File: src/rtl/dpk_pkg.sv
package dpk_pkg;
    typedef enum logic [2:0] {
        LIM_0T    = 3'd0,
        LIM_16T   = 3'd1,
        LIM_32T   = 3'd2,
        LIM_64T   = 3'd3,
        LIM_96T   = 3'd4,
        LIM_NEVER = 3'd5,
        LIM_AUTO  = 3'd6
    } lim_code_e;

    localparam int IDLE_16 = 16;
    localparam int IDLE_32 = 32;
    localparam int IDLE_64 = 64;
    localparam int IDLE_96 = 96;
endpackage

File: src/rtl/dpk_limit_decode.sv
module dpk_limit_decode #(
    parameter int CNT_W      = 7,
    parameter int AUTO_LIMIT = 16
) (
    input  logic [2:0]       code_i,
    output logic [CNT_W-1:0] limit_o,
    output logic             never_o
);
    import dpk_pkg::*;

    always_comb begin
        never_o = 1'b0;
        case (code_i)
            LIM_0T:    limit_o = '0;
            LIM_16T:   limit_o = CNT_W'(IDLE_16);
            LIM_32T:   limit_o = CNT_W'(IDLE_32);
            LIM_64T:   limit_o = CNT_W'(IDLE_64);
            LIM_96T:   limit_o = CNT_W'(IDLE_96);
            LIM_NEVER: begin
                limit_o = '0;
                never_o = 1'b1;
            end
            default:   limit_o = CNT_W'(AUTO_LIMIT);
        endcase
    end
endmodule

File: src/rtl/dpk_bank_timer.sv
module dpk_bank_timer #(
    parameter int CNT_W = 7
) (
    input  logic             clk,
    input  logic             rst_n,
    input  logic             touch_i,
    input  logic             kill_i,
    input  logic             open_i,
    input  logic             pend_i,
    input  logic             never_i,
    input  logic [CNT_W-1:0] limit_i,
    output logic             due_o
);
    localparam logic [CNT_W-1:0] CNT_MAX = '1;

    logic [CNT_W-1:0] cnt_d, cnt_q;
    logic [CNT_W:0]   next_idle;

    always_comb begin
        next_idle = {1'b0, cnt_q} + 1'b1;
        cnt_d     = cnt_q;
        if (kill_i || touch_i) begin
            cnt_d = '0;
        end else if (open_i && (cnt_q != CNT_MAX)) begin
            cnt_d = cnt_q + 1'b1;
        end
        // due at the end of the idle cycle that brings the count to the limit
        due_o = open_i && !touch_i && !pend_i && !never_i
                && (next_idle >= {1'b0, limit_i});
    end

    always_ff @(posedge clk or negedge rst_n) begin
        if (!rst_n) cnt_q <= '0;
        else        cnt_q <= cnt_d;
    end
endmodule

File: src/rtl/dpk_close_arb.sv
module dpk_close_arb #(
    parameter int NUM_BANKS = 4,
    parameter int BANK_W    = 2
) (
    input  logic [NUM_BANKS-1:0] pend_i,
    output logic                 valid_o,
    output logic [BANK_W-1:0]    idx_o
);
    always_comb begin
        valid_o = 1'b0;
        idx_o   = '0;
        // scan downward so the lowest pending index is the last assignment
        for (int b = NUM_BANKS - 1; b >= 0; b--) begin
            if (pend_i[b]) begin
                valid_o = 1'b1;
                idx_o   = BANK_W'(b);
            end
        end
    end
endmodule

File: src/rtl/dram_page_keeper.sv
module dram_page_keeper #(
    parameter int NUM_BANKS  = 8,
    parameter int ROW_W      = 14,
    parameter int CNT_W      = 7,
    parameter int AUTO_LIMIT = 16,
    localparam int BANK_W    = (NUM_BANKS > 1) ? $clog2(NUM_BANKS) : 1
) (
    input  logic              clk,
    input  logic              rst_n,
    input  logic              req_valid_i,
    input  logic [BANK_W-1:0] req_bank_i,
    input  logic [ROW_W-1:0]  req_row_i,
    output logic              req_ready_o,
    input  logic [2:0]        limit_sel_i,
    input  logic              refresh_due_i,
    output logic              hit_o,
    output logic              miss_o,
    output logic              conflict_o,
    output logic              pre_valid_o,
    output logic [BANK_W-1:0] pre_bank_o,
    output logic              pre_all_o,
    output logic              act_valid_o,
    output logic [BANK_W-1:0] act_bank_o,
    output logic [ROW_W-1:0]  act_row_o
);
    typedef struct packed {
        logic [NUM_BANKS-1:0]            open;
        logic [NUM_BANKS-1:0][ROW_W-1:0] row;
        logic [NUM_BANKS-1:0]            pend;
        logic                            act_pend;
        logic [BANK_W-1:0]               act_pend_bank;
        logic [ROW_W-1:0]                act_pend_row;
        logic                            hit;
        logic                            miss;
        logic                            conf;
        logic                            pre_valid;
        logic [BANK_W-1:0]               pre_bank;
        logic                            pre_all;
        logic                            act_valid;
        logic [BANK_W-1:0]               act_bank;
        logic [ROW_W-1:0]                act_row;
    } state_t;

    state_t st_d, st_q;

    logic [CNT_W-1:0]     limit;
    logic                 never;
    logic [NUM_BANKS-1:0] due;
    logic [NUM_BANKS-1:0] touch;
    logic [NUM_BANKS-1:0] kill;
    logic                 arb_valid;
    logic [BANK_W-1:0]    arb_idx;
    logic                 acc;
    logic                 req_open;
    logic                 row_match;
    logic                 cls_hit, cls_miss, cls_conf;
    logic                 close_go;

    dpk_limit_decode #(.CNT_W(CNT_W), .AUTO_LIMIT(AUTO_LIMIT)) u_dec (
        .code_i  (limit_sel_i),
        .limit_o (limit),
        .never_o (never)
    );

    dpk_close_arb #(.NUM_BANKS(NUM_BANKS), .BANK_W(BANK_W)) u_arb (
        .pend_i  (st_q.pend),
        .valid_o (arb_valid),
        .idx_o   (arb_idx)
    );

    for (genvar b = 0; b < NUM_BANKS; b++) begin : g_bank
        dpk_bank_timer #(.CNT_W(CNT_W)) u_tmr (
            .clk     (clk),
            .rst_n   (rst_n),
            .touch_i (touch[b]),
            .kill_i  (kill[b]),
            .open_i  (st_q.open[b]),
            .pend_i  (st_q.pend[b]),
            .never_i (never),
            .limit_i (limit),
            .due_o   (due[b])
        );
    end

    // request acceptance, classification and per-bank strobes
    always_comb begin
        req_ready_o = !refresh_due_i && !st_q.act_pend && !st_q.pend[req_bank_i];
        acc         = req_valid_i && req_ready_o;
        req_open    = st_q.open[req_bank_i];
        row_match   = (st_q.row[req_bank_i] == req_row_i);
        cls_hit     = acc && req_open && row_match;
        cls_miss    = acc && !req_open;
        cls_conf    = acc && req_open && !row_match;
        close_go    = arb_valid && !cls_conf && !refresh_due_i;
        for (int b = 0; b < NUM_BANKS; b++) begin
            touch[b] = acc && (req_bank_i == BANK_W'(b));
            kill[b]  = refresh_due_i || (close_go && (arb_idx == BANK_W'(b)));
        end
    end

    // next state
    always_comb begin
        st_d           = st_q;
        st_d.hit       = cls_hit;
        st_d.miss      = cls_miss;
        st_d.conf      = cls_conf;
        st_d.pre_valid = 1'b0;
        st_d.pre_bank  = '0;
        st_d.pre_all   = 1'b0;
        st_d.act_valid = 1'b0;
        st_d.act_bank  = '0;
        st_d.act_row   = '0;

        if (st_q.act_pend) begin
            st_d.act_valid = 1'b1;
            st_d.act_bank  = st_q.act_pend_bank;
            st_d.act_row   = st_q.act_pend_row;
            st_d.act_pend  = 1'b0;
        end

        if (cls_miss) begin
            st_d.open[req_bank_i] = 1'b1;
            st_d.row[req_bank_i]  = req_row_i;
            st_d.act_valid        = 1'b1;
            st_d.act_bank         = req_bank_i;
            st_d.act_row          = req_row_i;
        end

        if (cls_conf) begin
            st_d.row[req_bank_i] = req_row_i;
            st_d.pre_valid       = 1'b1;
            st_d.pre_bank        = req_bank_i;
            st_d.act_pend        = 1'b1;
            st_d.act_pend_bank   = req_bank_i;
            st_d.act_pend_row    = req_row_i;
        end

        if (close_go) begin
            st_d.open[arb_idx] = 1'b0;
            st_d.pend[arb_idx] = 1'b0;
            st_d.pre_valid     = 1'b1;
            st_d.pre_bank      = arb_idx;
        end

        for (int b = 0; b < NUM_BANKS; b++) begin
            if (due[b]) st_d.pend[b] = 1'b1;
        end

        if (refresh_due_i) begin
            st_d.open      = '0;
            st_d.pend      = '0;
            st_d.act_pend  = 1'b0;
            st_d.act_valid = 1'b0;
            st_d.act_bank  = '0;
            st_d.act_row   = '0;
            st_d.pre_valid = 1'b0;
            st_d.pre_bank  = '0;
            st_d.pre_all   = 1'b1;
        end
    end

    always_ff @(posedge clk or negedge rst_n) begin
        if (!rst_n) st_q <= '0;
        else        st_q <= st_d;
    end

    assign hit_o       = st_q.hit;
    assign miss_o      = st_q.miss;
    assign conflict_o  = st_q.conf;
    assign pre_valid_o = st_q.pre_valid;
    assign pre_bank_o  = st_q.pre_bank;
    assign pre_all_o   = st_q.pre_all;
    assign act_valid_o = st_q.act_valid;
    assign act_bank_o  = st_q.act_bank;
    assign act_row_o   = st_q.act_row;
endmodule

File: config.mk
export PLATFORM = sky130hd
export DESIGN_NAME = dram_page_keeper
export DESIGN_NICKNAME = d
export VERILOG_FILES = /design/src/rtl/dpk_pkg.sv /design/src/rtl/dpk_limit_decode.sv /design/src/rtl/dpk_bank_timer.sv /design/src/rtl/dpk_close_arb.sv /design/src/rtl/dram_page_keeper.sv
export SDC_FILE = /design/constraint.sdc
export NUM_CORES = 1
export LEC_CHECK = 0
export ABC_AREA = 1
export BUFFER_PORTS_ARGS = -buffer_cell sky130_fd_sc_hd__buf_2
export CAP_MARGIN = 10
export CORE_UTILIZATION = 60
export CTS_BUF_LIST = sky130_fd_sc_hd__clkbuf_16
export DETAILED_ROUTE_END_ITERATION = 7
export GPL_TIMING_DRIVEN = 0
export PLACE_DENSITY = 0.83
export SYNTH_ARGS = -nofsm -noshare
export SYNTH_HDL_FRONTEND = slang
export SYNTH_SLANG_ARGS = --single-unit
File: constraint.sdc
create_clock -name clk -period 2.5 [get_ports clk]
set_input_delay 0 -clock clk [delete_from_list [all_inputs] [get_ports clk]]
set_output_delay 0 -clock clk [all_outputs]
set_load 0.02 [all_outputs]
* Yosys cells after proc, flatten, opt, wreduce, memory -nomap -nowiden
Cells that the tools add are included.
** Storage, ports and cells
- Flip-flop bits (word level) :: 228
- Bits in latches :: 0
- Memory bits (writable) :: 0
- ROM bits :: 0
- Output and inout bits :: 27
- Logic and storage cells :: 290
- Memories kept :: 0
** Operators by class
- Add/sub/neg operators :: 16
- Multipliers :: 0
- Div/mod/pow operators :: 0
- Magnitude comparators :: 12
- Equality and inequality tests :: 27
- Shifts and indexed selects :: 0
- Multiplexer cells :: 68
- Bitwise operators :: 4
- Reduce and logical (&&, ||, !) cells :: 126
** Operators by type and width (number)
- $bwmux W112 :: 2
- $mux W120 :: 1
- $mux W112 :: 1
- $mux W7 :: 16
- $logic_and A1 B1 Y1 :: 67
- $add A7 B1 Y8 const B :: 8
- $ge A8 B7 Y1 :: 8
- $add A7 B1 Y7 const B :: 8
- $ne A7 B7 Y1 const B :: 8
- $mux W18 :: 3
- $bmux W14 S3 :: 1
- $demux W14 S3 :: 1
- $eq A3 B3 Y1 const B :: 10
- $mux W14 :: 2
- $pmux W7 S4 :: 1
- $mux W3 :: 8
- $mux W8 :: 3
- $reduce_bool A3 Y1 :: 8
- $logic_not A1 Y1 :: 23
- $mux W23 :: 1
- $mux W1 :: 21
- $eq A3 B2 Y1 const B :: 6
- $and A8 B8 Y8 :: 2
- $logic_or A1 B1 Y1 :: 16
- other kinds (13) :: 28

* Longest topological paths before layout
- Depth in word-level cells :: 17
- Mapped depth :: 21
- Gate-level depth less buffers :: 18

* Modules after synthesis
A second synthesis with hierarchy kept.
** Second synthesis, totals
- Cell total of the unflattened synthesis :: 2594
- Area, all modules :: 16615.9 µm²
** Modules (own cells, without submodules)
- dram_page_keeper :: times used 1, cells each 1841, area each 11400.9 µm², seq. area each 4304.1 µm²
- dpk_bank_timer :: times used 8, cells each 89, area each 628.1 µm², seq. area each 175.2 µm²
- dpk_close_arb :: times used 1, cells each 22, area each 98.8 µm², seq. area each 0.0 µm²
- dpk_limit_decode :: times used 1, cells each 19, area each 91.3 µm², seq. area each 0.0 µm²

* Least setup slack after synthesis
No wires, ideal clock.
- Kind :: flip-flop to flip-flop
- Start :: reg g_bank[0].u_tmr.cnt_q[0]
- End :: reg st_q[44] in the netlist's numbering
- Setup time :: 0.063 ns
- Arrival time :: 1.979 ns
- Path slack :: 0.459 ns
- Cell stages (with the launch flop) :: 15
- Buffers on the path :: 0
- Clock period less this slack :: 2.041 ns
- Cell sequence :: dfrtp_1 -> ha_1 -> nand3_1 -> and3b_1 -> xor2_1 -> inv_1 -> ha_1 -> inv_1 -> o211ai_1 -> nor2_1 -> nor2_1 -> nand2_1 -> a21oi_1 -> nand2_1 -> inv_1
** On the way
- Longest elaborated chain between the ends :: 5
- Elaborated cells on any way between the ends :: 6
- Classes of those cells :: 1 x add/sub; 1 x order compare; 2 x mux; 2 x reduce/logical
** RTL lines
- start, declared :: RTL line dpk_bank_timer.sv:16 : logic [CNT_W-1:0] cnt_d, cnt_q;
- start signal, assigned :: RTL line dpk_bank_timer.sv:34 : else cnt_q <= cnt_d;
- $add A7 B1 Y8 (*) :: RTL line dpk_bank_timer.sv:20 : next_idle = {1'b0, cnt_q} + 1'b1;
- $ge A8 B7 Y1 (*) :: RTL line dpk_bank_timer.sv:29 : && (next_idle >= {1'b0, limit_i});
- $logic_and A1 B1 Y1 (*) :: RTL line dpk_bank_timer.sv:29
- $mux W1 :: RTL line dram_page_keeper.sv:146 : if (due[b]) st_d.pend[b] = 1'b1;
- $mux W9 :: RTL line dram_page_keeper.sv:149 : if (refresh_due_i) begin
- end signal, assigned :: RTL line dram_page_keeper.sv:164 : else st_q <= st_d;
- end, declared :: RTL line dram_page_keeper.sv:44 : state_t st_d, st_q;
Every way passes the cells marked *; elsewhere a longest branch is shown, timed or not.
A chain may end at the register's enable or synchronous reset.

==> results.py <==
metrics = {
    "sta": {
        "finClkSkew_ns": 0.0287,
        "max_slew.worst_pin.slew_ns": 1.14,
        "fin_ws_ns": 0.0816,
        "rsz0062_at_grt": "yes",
        "tns_ns": 0,
        "fin_crit_sh_pct": 96.7,
        "setup_viol": 0,
        "hold_violations": 3,
        "layout_min_cycle_time_ns": 2.42,
        "timing.fmax_mhz": 413,
        "hold_ws_ns": -0.0232,
        "slew_violations": 0,
        "slew_headroom_pct": 24.0,
    },
    "grt": {
        "grt_max_degree": 94,
        "grt_overflow_total": 0,
        "grt_pass1_wl_um": 72300,
        "grt_util_all_layers_pct": 38.0,
        "grt_pass1_vias": 13900,
        "antenna_found_initial": 2,
    },
    "cells_and_area": {
        "drive_above_1_share_pct": 8.39,
        "utilization_pct": 69.0,
        "antenna_cells": 0,
        "fin_nets": 2320,
        "area.growth.synth_to_final_pct": 12.2,
        "design_area_mm2": 0.0163,
    },
    "synthesis": {
        "netlist.area_leader.share_pct": 39.3,
        "ys_types": 39,
        "synthTopCellsByArea": "dfrtp_1, nand2_1, o21ai_0",
        "syn_nets": 2227,
        "yosysWarnings": 0,
        "mappedNetlistArea_mm2": 0.0145,
        "yosysTopAreaCell": "dfrtp_1",
        "synthFlopType": "dfrtp_1",
        "yosysMostFrequentCell": "nand2_1",
        "yosysSeqAreaShare_pct": 39.3,
        "yosys-top-cells-count": "nand2_1, dfrtp_1, o21ai_0",
        "postSynthAreaPerCell_um2": 6.71,
        "synth_cells": 2163,
        "synth_async_sr_flop_share_pct": 100,
        "synth-edff-count": 0,
        "synth_seq_cells": 228,
    },
    "run_status": {
        "status": "complete, but fails checks",
        "failed_checks": "hold timing",
    },
    "power_and_ir_drop": {
        "ir_drop_uv": 760,
        "power_density_mw_per_mm2": 751,
        "total_leakage_power_nw": 8.72,
    },
    "die": {
        "rows": 56,
        "initial_core_util_pct": 61.5,
        "io_pins": 51,
        "fp.coreArea_mm2": 0.0236,
        "die_w_um": 158,
        "die_height_um": 158,
        "die_area_mm2": 0.0248,
    },
    "setup_path": {
        "cp-start-kind": "register",
        "crit-reg2reg-launch": "st_q[123]$_DFF_PN0_",
        "r2r_cells": 16,
        "setup.worst_path.start": "st_q[123]$_DFF_PN0_",
        "end_kind": "register",
        "rrSetupSlack_ns": 0.08,
        "crit_type": "reg2reg",
        "cp_data_arrival_time_ns": 2.83,
        "r2r_end": "pre_valid_o$_DFF_PN0_",
        "required_ns": 2.91,
        "crit_end": "pre_valid_o$_DFF_PN0_",
        "path_max_fanout": 10,
    },
    "drt": {
        "routed_wl_um": 46600,
        "wl_per_cell_um": 17.9,
        "drtAntennaViolNets": 0,
        "vias": 14800,
        "post_drt_via_cell_ratio": 5.72,
        "dr.first_iter.drc_count": 1670,
        "drc": 0,
        "first_pass_iters": 5,
    },
    "clock_network": {
        "cts_buffers": 26,
        "cts_tree": "built",
        "cts.path.max_buffers": 3,
        "clk_transition_reported_paths_ns": 0.06,
        "clock-sinks": 228,
        "cts-htree-levels": 1,
        "root_buffer": "clkbuf_16",
        "postCtsSetupRepairBufs": 0,
        "clk_latency_ns": 0.56,
    },
    "placed_design": {
        "globalplace.congestion": 0.983,
        "hpwl_um": 32200,
        "dpl_cell_area_mm2": 0.0152,
        "dp_slack_ns": -0.0682,
        "io_buffers": 47,
    },
    "run": {
        "drv_cap": 0,
    },
    "min_path": {
        "hold_path.class": "in2async",
    },
}
==> sequential cells by signal (all words and copies together), names as in the netlist <==
name,cells
st_q,146
g_bank.u_tmr.cnt_q,56
act_row_o,14
act_bank_o,3
pre_bank_o,3
act_valid_o,1
conflict_o,1
hit_o,1
miss_o,1
pre_all_o,1
pre_valid_o,1
==> what timing repair did <==
item / in CTS / in global routing
endpoints found under the setup margin: 0 / 85
hold buffers: 16 / 0
hold endpoints to repair: 254 / 0
resized for setup: 0 / 28
==> how the worst min path moves through the flow <==
| stage | start | to | slack, ns | cells after the start |
|---|---|---|---|---|
| 2_1_floorplan | rst_n | act_bank_o[0]$_DFF_PN0_ | -0.30 | 0 |
| 3_3_place_gp | refresh_due_i | pre_all_o$_DFF_PN0_ | 0.12 | 1 |
| 3_5_place_dp | rst_n | g_bank[7].u_tmr.cnt_q[3]$_DFFE_PN0P_ | -0.02 | 1 |
| 4_1_cts | req_valid_i | hit_o$_DFF_PN0_ | 0.006 | 3 |
| 5_1_grt | rst_n | g_bank[6].u_tmr.cnt_q[2]$_DFFE_PN0P_ | 0.05 | 2 |
| 6_report | rst_n | g_bank[7].u_tmr.cnt_q[3]$_DFFE_PN0P_ | -0.02 | 2 |
==> layout make-up <==
type,instances,area [um^2]
timing repair buffer,65,460
tap,319,399
clock inverter,21,189
multi-input combinational,1685,7660
clock buffer,27,676
sequential,228,5710
buffer,114,683
fill,1972,7320
inverter,136,518
==> report_power, final <==
group	leakage, nW	switching (mW)	internal, mW
registers	3.05	0.725	4.42
clock network	0.448	1.62	2.35
logic	5.22	2.01	1.10
==> worst max-delay path, stage by stage, from the launching register on <==
cell,delay [ns]
dfrtp_1,0.40
nand2_1,0.10
nand2_1,0.07
nand2_1,0.08
nand3_1,0.15
nand2_1,0.13
nand2_1,0.06
nand2_1,0.08
nand2_1,0.05
inv_1,0.05
nand2_1,0.04
nor2_1,0.13
nand2_2,0.13
nand2_2,0.15
buf_4,0.26
clkbuf_4,0.27
nand2_1,0.10
==> cell families (layout without fill, tap and decap cells) <==
logic type	count (synthesis)	after routing	synth area share (%)
adder cells (fa/ha/maj)	40	40	3.45
XOR/XNOR	42	42	2.53
multiplexers	11	11	0.759
AO/OA/AOI/OAI	246	246	9.02
flip-flops	228	228	39.3
AND/OR/NAND/NOR	1346	1346	36.9
buffers and inverters	250	363	8.04
==> metal layers <==
layer	track usage [%]	share of wire, %	up-vias	routed length [um]
met2	62.5	47	778	21700
met1	48.2	39	6886	18200
met4	19.0	5.2	4	2430
li1	-	-	6979	-
met3	6.55	9.0	190	4210
met5	0	0.082	-	38
==> cell usage in the layout (no fill, tap or decap), types with 9 or more instances in the layout <==
cell type,instances
nand2_1,1035
dfrtp_1,228
o21ai_0,166
nor2_1,155
inv_1,133
nand3_1,103
buf_2,72
a21oi_1,45
ha_1,40
buf_4,34
clkbuf_1,28
clkbuf_16,27
xor2_1,25
xnor2_1,17
nand4_1,16
dlygate4sd3_1,16
o21ai_1,14
clkinv_1,11
nor3_1,11
mux2i_1,11
nand3_2,10
clkbuf_4,9
==> metrics by stage <==
step / power (mW) / std cells
2_1_floorplan: 7.13 / 2163
6_report: 12.2 / 2595
5_1_grt: 12.9 / 2595
3_5_place_dp: 8.14 / 2531
3_3_place_gp: 7.97 / 2529
4_1_cts: 12.1 / 2595
(Power assumes the default switching activity.)
